`src/rtl/bms_sleep_pkg.sv`:
```
package bms_sleep_pkg;
  typedef enum logic {
    ST_AWAKE  = 1'b0,
    ST_ASLEEP = 1'b1
  } slp_state_t;

  localparam int N_SCHED = 2;
  localparam int SCHED_VT  = 0;
  localparam int SCHED_CUR = 1;
endpackage

```
`src/rtl/bms_bus_idle_watch.sv`:
```
module bms_bus_idle_watch #(
  parameter int IDLE_TICKS = 8
) (
  input  logic clk,
  input  logic rst,
  input  logic tick,
  input  logic restart,
  input  logic bus_clk_i,
  input  logic bus_dat_i,
  output logic idle_met,
  output logic bus_rise
);
  localparam int CW = $clog2(IDLE_TICKS + 1);
  localparam logic [CW-1:0] LIMIT = CW'(IDLE_TICKS);

  logic [1:0]    sync_c, sync_d;
  logic          prev_c, prev_d;
  logic [CW-1:0] low_cnt;
  logic          any_high;

  // two-flop synchronizers plus one history flop for edge detection
  always_ff @(posedge clk) begin
    if (rst) begin
      sync_c <= '0;
      sync_d <= '0;
      prev_c <= 1'b0;
      prev_d <= 1'b0;
    end else begin
      sync_c <= {sync_c[0], bus_clk_i};
      sync_d <= {sync_d[0], bus_dat_i};
      prev_c <= sync_c[1];
      prev_d <= sync_d[1];
    end
  end

  assign any_high = sync_c[1] | sync_d[1];
  assign bus_rise = (sync_c[1] & ~prev_c) | (sync_d[1] & ~prev_d);

  // consecutive low ticks, saturating at the limit
  always_ff @(posedge clk) begin
    if (rst || restart || any_high) begin
      low_cnt <= '0;
    end else if (tick && (low_cnt != LIMIT)) begin
      low_cnt <= low_cnt + CW'(1);
    end
  end

  assign idle_met = (low_cnt == LIMIT);
endmodule

```
`src/rtl/bms_period_strober.sv`:
```
module bms_period_strober #(
  parameter int PER_W = 8
) (
  input  logic             clk,
  input  logic             rst,
  input  logic             tick,
  input  logic             run,
  input  logic [PER_W-1:0] period,
  output logic             strobe
);
  logic [PER_W-1:0] cnt;
  logic [PER_W:0]   eff;
  logic [PER_W:0]   nxt;

  assign eff = (period == '0) ? (PER_W+1)'(1) : {1'b0, period};
  assign nxt = {1'b0, cnt} + (PER_W+1)'(1);

  always_ff @(posedge clk) begin
    if (rst) begin
      cnt    <= '0;
      strobe <= 1'b0;
    end else begin
      strobe <= 1'b0;
      if (!run) begin
        cnt <= '0;
      end else if (tick) begin
        if (nxt >= eff) begin
          cnt    <= '0;
          strobe <= 1'b1;
        end else begin
          cnt <= nxt[PER_W-1:0];
        end
      end
    end
  end
endmodule

```
`src/rtl/bms_sleep_ctrl.sv`:
```
module bms_sleep_ctrl
  import bms_sleep_pkg::*;
#(
  parameter int CUR_W    = 16,
  parameter int PER_W    = 8,
  parameter int TICK_HZ  = 4,
  parameter int IDLE_SEC = 2
) (
  input  logic             clk,
  input  logic             rst,
  input  logic             tick,
  input  logic [CUR_W-1:0] cur_mag,
  input  logic             cur_valid,
  input  logic [CUR_W-1:0] cur_thresh,
  input  logic             bus_clk,
  input  logic             bus_dat,
  input  logic             sleep_inhibit,
  input  logic [PER_W-1:0] vt_period,
  input  logic [PER_W-1:0] cur_period,
  output logic             sleeping,
  output logic             wake_vt,
  output logic             wake_cur
);
  localparam int IDLE_TICKS = TICK_HZ * IDLE_SEC;

  slp_state_t state;
  logic idle_met, bus_rise;
  logic enter, leave, run;
  logic [N_SCHED-1:0][PER_W-1:0] periods;
  logic [N_SCHED-1:0]            strobes;

  bms_bus_idle_watch #(.IDLE_TICKS(IDLE_TICKS)) u_idle (
    .clk      (clk),
    .rst      (rst),
    .tick     (tick),
    .restart  (leave),
    .bus_clk_i(bus_clk),
    .bus_dat_i(bus_dat),
    .idle_met (idle_met),
    .bus_rise (bus_rise)
  );

  always_comb begin
    enter = (state == ST_AWAKE) && idle_met && (cur_mag < cur_thresh) && !sleep_inhibit;
    leave = (state == ST_ASLEEP) && (bus_rise || (cur_valid && (cur_mag > cur_thresh)));
    run   = (state == ST_ASLEEP) && !leave;
  end

  always_ff @(posedge clk) begin
    if (rst) begin
      state <= ST_AWAKE;
    end else if (enter) begin
      state <= ST_ASLEEP;
    end else if (leave) begin
      state <= ST_AWAKE;
    end
  end

  assign sleeping = (state == ST_ASLEEP);

  assign periods[SCHED_VT]  = vt_period;
  assign periods[SCHED_CUR] = cur_period;

  for (genvar g = 0; g < N_SCHED; g++) begin : g_sched
    bms_period_strober #(.PER_W(PER_W)) u_strobe (
      .clk   (clk),
      .rst   (rst),
      .tick  (tick),
      .run   (run),
      .period(periods[g]),
      .strobe(strobes[g])
    );
  end

  assign wake_vt  = strobes[SCHED_VT];
  assign wake_cur = strobes[SCHED_CUR];
endmodule

```
`config.mk`:
```
export PLATFORM = sky130hd
export DESIGN_NAME = bms_sleep_ctrl
export DESIGN_NICKNAME = d
export VERILOG_FILES = /design/src/rtl/bms_sleep_pkg.sv /design/src/rtl/bms_bus_idle_watch.sv /design/src/rtl/bms_period_strober.sv /design/src/rtl/bms_sleep_ctrl.sv
export SDC_FILE = /design/constraint.sdc
export NUM_CORES = 1
export LEC_CHECK = 0
export BUFFER_PORTS_ARGS = -buffer_cell sky130_fd_sc_hd__buf_2
export CORE_ASPECT_RATIO = 1.1
export CORE_MARGIN = 5
export CORE_UTILIZATION = 23
export DETAILED_ROUTE_END_ITERATION = 10
export GPL_ROUTABILITY_DRIVEN = 0
export MAX_ROUTING_LAYER = met4
export PLACE_DENSITY = 0.45
export SKIP_LAST_GASP = 1
export SLEW_MARGIN = 20
export SYNTH_ARGS = -nofsm -noshare
export SYNTH_HDL_FRONTEND = slang
export SYNTH_HIERARCHICAL = 1
export SYNTH_SLANG_ARGS = --single-unit
```
`constraint.sdc`:
```
create_clock -name clk -period 7.41 [get_ports clk]
set_clock_uncertainty 0.2 [all_clocks]
set_input_delay 1.482 -clock clk [delete_from_list [all_inputs] [get_ports clk]]
set_output_delay 1.482 -clock clk [all_outputs]
set_load 0.05 [all_outputs]
```
==> results of run 1 <==
stage by stage:
step                setup WS, ps  total power [µW]  std cells  utilization (%)  hold WS [ps]
detailed placement          3480               215        421             28.2           224
finish                      3800               338        428             29.1           235
global route                3570               361        428             29.1           258
global placement            3500               214        421             28.2           224
CTS                         3790               345        428             29.1           238
floorplan                   3900               192        249                -           214
routing by layer:
layer / part of all wire (%) / vias up / GRT usage (%)
li1: - / 1014 / -
met2: 46 / 42 / 13.8
met4: 0.50 / 0 / 2.07
met3: 6.0 / 2 / 3.14
met1: 47 / 792 / 10.1
met5: 0 / - / -
worst register-to-register path, stage by stage, from the launching register on:
cell and delay [ps]:
dfxtp_1 400, ha_1 210, nand3_1 200, nor2_1 170
xor2_1 250, ha_1 290, a211o_1 310, o221a_4 230
a2111oi_4 620, and2b_2 290
state kept, by name, summed over array words and instances (netlist names):
| signal | flops |
|---|---|
| g_sched.u_strobe/strobe | 2 |
| u_idle/sync_c | 2 |
| sleeping | 1 |
| u_idle/prev_c | 1 |
| u_idle/sync_d | 2 |
| u_idle/low_cnt | 4 |
| u_idle/prev_d | 1 |
| g_sched.u_strobe/cnt | 16 |
how the worst min path moves through the flow:
stage                startpoint                to  slack (ps)
6_report       u_idle/sync_c[0]  u_idle/sync_c[1]         240
2_1_floorplan  u_idle/sync_c[0]  u_idle/sync_c[1]         210
3_5_place_dp   u_idle/sync_c[0]  u_idle/sync_c[1]         220
5_1_grt        u_idle/sync_c[0]  u_idle/sync_c[1]         260
3_3_place_gp   u_idle/sync_c[0]  u_idle/sync_c[1]         220
4_1_cts        u_idle/sync_c[0]  u_idle/sync_c[1]         240
power groups by stage:
stage / Combinational [µW] / Clock, µW / Sequential (µW)
after floorplan: 29.6 / 0 / 162
after global placement: 51.6 / 0 / 162
after detailed placement: 52.8 / 0 / 162
after CTS: 53.0 / 133 / 159
after global routing: 60.4 / 141 / 159
final: 51.4 / 128 / 159
kinds of logic after synthesis:
family | share of synthesized area, %
and+or+nand+nor | 18.8
AOI/OAI and AO/OA | 22.6
buffers and inverters | 7.09
adders and majority gates | 20.3
DFF | 26.1
xor gates and xnor gates | 5.12
synthesized netlist by cell type (3+ instances only):
| cell | count | area [µm²] |
|---|---|---|
| xor2_1 | 9 | 78.8 |
| nor2b_1 | 5 | 31.3 |
| a211o_1 | 3 | 26.3 |
| dfxtp_1 | 29 | 581 |
| ha_1 | 36 | 450 |
| nand2_1 | 17 | 63.8 |
| a21oi_1 | 10 | 50.1 |
| inv_1 | 39 | 146 |
| o21ai_0 | 10 | 50.1 |
| a32o_1 | 12 | 120 |
| xnor2_1 | 4 | 35.0 |
| nand3_1 | 9 | 45.0 |
| nor2_1 | 13 | 48.8 |
area by class of cell:
cell class	instances	area, µm²	area share, %
Multi-Input combinational cell	178	1480	54.3
Timing Repair Buffer	57	285	10.4
Sequential cell	29	581	21.2
Inverter	40	150	5.49
Clock buffer	7	86.3	3.16
Tap cell	117	146	5.36
==> impl_metrics.ini, run 1 <==
[status]
status = finished clean

[synth]
synth_edf_count = 0
postSynthCellCount = 249
synth_nets = 340
syn_area_per_cell_um2 = 8.92
yosys_register_bits = 29
yosysWarnings = 6
yosys_most_used_dff = dfxtp_1
synth_cell_type_count = 48
netlist_area_um2 = 2220
synth_async_sr_flop_share_pct = 0
ys_seq_area_share_pct = 26.1

[clocking]
clk_pin_slew_ps = 60
hold_buffers = 0
cts_resized = 0
cts_setup_buffers = 0
insertion_delay_ps = 280
cts-root-buf = clkbuf_8
cts_tree = done
cts_inserted_buffers = 5
htree_levels = 2
clock_sinks = 29
clockBufferDepth = 2

[timing]
maxSlewViolCount = 0
hold_viol = 0
setup_viol_count_final = 0
rsz0062_at_grt = no
final_period_minus_worst_setup_slack_ps = 3610
tightestPinTransition_ps = 627
slew_headroom_pct = 58.2
fin_tns_setup_ps = 0
timing.fmax_mhz = 277
period_share_pct = 48.8

[routing]
via_count = 1850
vias_per_cell = 4.32
wl_per_cell_um = 11.2
drcViolationCount = 0
totalWireLength_mm = 4.79
final_antenna_net_count = 0
dr.first_iter.drc_count = 69
drt-pass1-iter-count = 4

[layout]
fillers = 1036
fin_area_um2 = 2730
finalNetCount = 402
insertedDiodeCount = 0
syn_to_final_growth_pct = 23.0
mostFrequentLayoutCell = buf_2
drive_above_1_share_pct = 25.7
layout_common_cells = buf_2, inv_1, ha_1, dfxtp_1, nand2_1

[global_route]
grt_first_pass_wirelength_mm = 8.20
overflow = 0
grtUsageTotal_pct = 8.53
grt_max_degree = 13
antenna_found_initial = 0
grt_pass1_vias = 1871

[worst_setup_path]
rr_worst_depth = 9
required_ps = 7420
path_cells = buf_2 > ha_1 > nor2b_1 > o211a_1 > o21ai_0 > nand3_1 > a21oi_1 > nor3b_2 > a31oi_1 > o21ai_1
cp-end-kind = flop
worst-path-buf-inv = 1
crit_end = g_sched[0].u_strobe/cnt[4]
crit_start = cur_mag[1]
crit_family = compound AO/OA/AOI/OAI gates
arrival_ps = 3620
crit_cells = 10
start_kind = primary input
critPathMaxFanout = 8
cp_slowest_cell = nor3b_2
critPathMaxStageDelay_ps = 520
r2r_end = g_sched[0].u_strobe/strobe
path_class = in -> reg
r2r_start = g_sched[0].u_strobe/cnt[0]
r2r_setup_slack_ps = 4130

[placed_design]
dpl_cell_area_um2 = 2650
dp_hpwl_mm = 4.05
io_buffer_count = 57

[power]
pwr-share-seq_pct = 47.0
powerDensity_nw_per_um2 = 124
intPower_uw = 257
ir_worst_vdd_uv = 50.5
power.share.clock_pct = 37.7
netSwitchingFraction_pct = 23.9
p_switching_uw = 80.7
combPwrFrac_pct = 15.2
leakage_uw = 0.00144

[floorplan]
die_y_um = 113
initial_core_util_pct = 23.6
die_width_um = 104
coreArea_um2 = 9400
ios = 58
rows = 37
die-area_um2 = 11700

[worst_hold_path]
min_path_type = reg -> reg
hold_path_depth = 1

[run]
drv_cap = 0
Note: power is estimated with default switching activity, not from simulation.
==> inputs of run 2 (changes only) <==
ABC_AREA = 1   (was not set)
PLACE_DENSITY = 0.46   (was 0.45)
clock period = 2.9 ns   (was 7.41 ns; I/O delays follow)
==> run 2 against run 1 <==
Effect of this change: hold slack lost 33 ps; non-clock buffer count stayed put; critical path depth rose by 5; sequential share of layout area decreased by 1.9 points; area after synthesis increased by 7.8%; critical path type is now reg -> reg; critical endpoint is now g_sched[0].u_strobe/cnt[7]; largest cell class unchanged.
==> impl_metrics.ini, run 2 <==
[timing]
timing.fmax_mhz = 425
fin_tns_setup_ps = 0
slew_headroom_pct = 52.6
maxSlewViolCount = 0
period_share_pct = 81.1
setup_viol_count_final = 0
final_period_minus_worst_setup_slack_ps = 2350
tightestPinTransition_ps = 712
rsz0062_at_grt = no
hold_viol = 0

[clocking]
cts_resized = 0
clk_pin_slew_ps = 50
insertion_delay_ps = 270
clockBufferDepth = 2
cts_tree = done
htree_levels = 2
hold_buffers = 0
clock_sinks = 29
cts_setup_buffers = 0
cts-root-buf = clkbuf_16
cts_inserted_buffers = 5

[layout]
largest-register = g_sched.u_strobe/cnt
multi_input_area_um2 = 1510
finalNonFillerCells = 540
insertedDiodeCount = 0
top_regs = g_sched.u_strobe/cnt x16, u_idle/low_cnt x4
layout_common_cells = inv_1, nand2_1, buf_2, nor2_1, ha_1
mostFrequentLayoutCell = inv_1
syn_to_final_growth_pct = 25.3
drive_above_1_share_pct = 24.2
finalNetCount = 487
largest_register_ffs = 16
seqCellArea_um2 = 581
fillers = 1136

[global_route]
antenna_found_initial = 0
overflow = 0
grt_max_degree = 34
grt_first_pass_wirelength_mm = 8.06
grtUsageTotal_pct = 7.92
grt_pass1_vias = 1976

[worst_setup_path]
rr_worst_depth = 15
r2r_end = g_sched[0].u_strobe/cnt[7]
critPathMaxFanout = 8
required_ps = 2850
arrival_ps = 2310
path_class = reg -> reg
cp-end-kind = flop
r2r_start = g_sched[0].u_strobe/cnt[0]
r2r_setup_slack_ps = 550
start_kind = flop

[synth]
postSynthCellCount = 334
yosysMostFrequentCell = inv_1
synth_fa_ha_area_share_pct = 18.8
synth_edf_count = 0
synth_compound_area_share_pct = 8.67
synth_nets = 425
ys_seq_area_share_pct = 24.2
synth_async_sr_flop_share_pct = 0
netlist_top_cells_count = inv_1, nand2_1, nor2_1
yosys_most_used_dff = dfxtp_1
synth_xor_area_share_pct = 5.02
syn_area_per_cell_um2 = 7.17
synth_mux_area_share_pct = 2.51
yosysTopAreaCell = dfxtp_1
synth_top_family_by_area = simple AND/OR/NAND/NOR gates
synth_cell_type_count = 29
synth.area.top_cells = dfxtp_1, ha_1, inv_1, nand2_1, nor2_1
yosysWarnings = 6
netlist_area_um2 = 2390
yosys_register_bits = 29
synth_top_area_share_pct = 24.2
synthSimpleGateAreaFrac_pct = 28.1

[floorplan]
die-area_um2 = 12600
initial_core_util_pct = 23.3
ios = 58
coreArea_um2 = 10300
die_width_um = 107
rows = 39
die_y_um = 117

[routing]
wl_per_cell_um = 8.41
vias_per_cell = 3.82
via_count = 2062
dr.first_iter.drc_count = 47
drt-pass1-iter-count = 3
drcViolationCount = 0
totalWireLength_mm = 4.54
final_antenna_net_count = 0

[power]
leakage_uw = 0.00162
ir_worst_vdd_uv = 197
powerDensity_nw_per_um2 = 358

[worst_hold_path]
whs_endpoint = u_idle/sync_c[1]
hp-start = u_idle/sync_c[0]
min_path_type = reg -> reg
hold_path_depth = 2

[placed_design]
dp.cells = 532
dp_hpwl_mm = 3.94
io_buffer_count = 57

[status]
status = finished clean

[run]
drv_cap = 0
[run 2: changes by cell type in the layout (fill, tap and decap cells not counted), moves of 5 or more]
cell,before,now
nand2_2,0,7
nand2_1,17,61
a32o_1,12,0
o21ai_0,10,3
clkbuf_16,0,5
nor2b_1,5,0
nor2_4,0,6
nand3_2,0,6
nor2_1,13,43
inv_1,39,77
mux2i_1,0,6
[run 2: final cells by class]
| type | count | share of cell area [%] |
|---|---|---|
| repair buffers | 57 | 9.50 |
| clock inverters | 1 | 0.167 |
| multi-input cells | 226 | 50.3 |
| inverters | 77 | 9.63 |
| well taps | 143 | 5.96 |
| clock buffers | 7 | 5.09 |
| flip-flops and latches | 29 | 19.3 |
[run 2: through the flow]
step / area (µm²) / worst slack, ps / hold WS, ps / utilization (%) / power (µW)
2_1_floorplan: 2390 / 685 / 188 / - / 510
3_3_place_gp: 2840 / 462 / 200 / 27.6 / 567
3_5_place_dp: 2840 / 392 / 198 / 27.6 / 569
4_1_cts: 3000 / 505 / 205 / 29.2 / 1100
5_1_grt: 3000 / 327 / 220 / 29.2 / 1140
6_report: 3000 / 549 / 202 / 29.2 / 1070
[run 2: worst max-delay path, stage by stage, from the launching register on]
cell     delay, ps
dfxtp_1        410
ha_1           230
nand3_2        130
xor2_1         190
ha_1           300
nand2_1         60
nor2_1         100
nand2_1         60
nand3_1         60
nand2_1         50
nand2_1         50
nand2_1         50
nand2_1         80
nand2_2         80
nand2_4        150
nor2_1          50
[run 2: kinds of logic (layout without fill, tap and decap cells)]
logic type | Yosys count | in the layout
AND/OR/NAND/NOR | 140 | 140
buffers and inverters | 79 | 142
adder cells (fa/ha/maj) | 36 | 36
AO/OA/AOI/OAI | 32 | 32
flip-flops | 29 | 29
XOR/XNOR | 12 | 12
multiplexers | 6 | 6
[run 2: worst max path at each step]
stage                                           from                          to  slack [ps]  depth (start not counted)
after CTS                 g_sched[0].u_strobe/cnt[0]  g_sched[0].u_strobe/cnt[7]         510                         15
final                     g_sched[0].u_strobe/cnt[0]  g_sched[0].u_strobe/cnt[7]         550                         15
after global placement                    cur_mag[5]  g_sched[0].u_strobe/cnt[4]         460                         15
after detailed placement                 cur_mag[15]  g_sched[0].u_strobe/cnt[7]         390                         15
after floorplan                       cur_thresh[15]  g_sched[0].u_strobe/cnt[0]         690                         15
after global routing      g_sched[1].u_strobe/cnt[0]  g_sched[1].u_strobe/cnt[4]         330                         15
[run 2: power by group]
| part | internal [µW] | total, µW | switching, µW |
|---|---|---|---|
| clock network | 361 | 515 | 154 |
| registers | 405 | 409 | 3.33 |
| logic | 70.0 | 149 | 79.3 |
| total | 836 | 1070 | 237 |
[run 2: metal layers]
metal | up-vias | global-route usage, % | share of wire, % | routed length [µm]
met5 | - | - | 0 | 0
met3 | 4 | 1.70 | 5.8 | 265
li1 | 1158 | - | - | -
met2 | 45 | 13.2 | 44 | 1980
met4 | 0 | 3.07 | 1.4 | 62
met1 | 855 | 9.41 | 49 | 2230
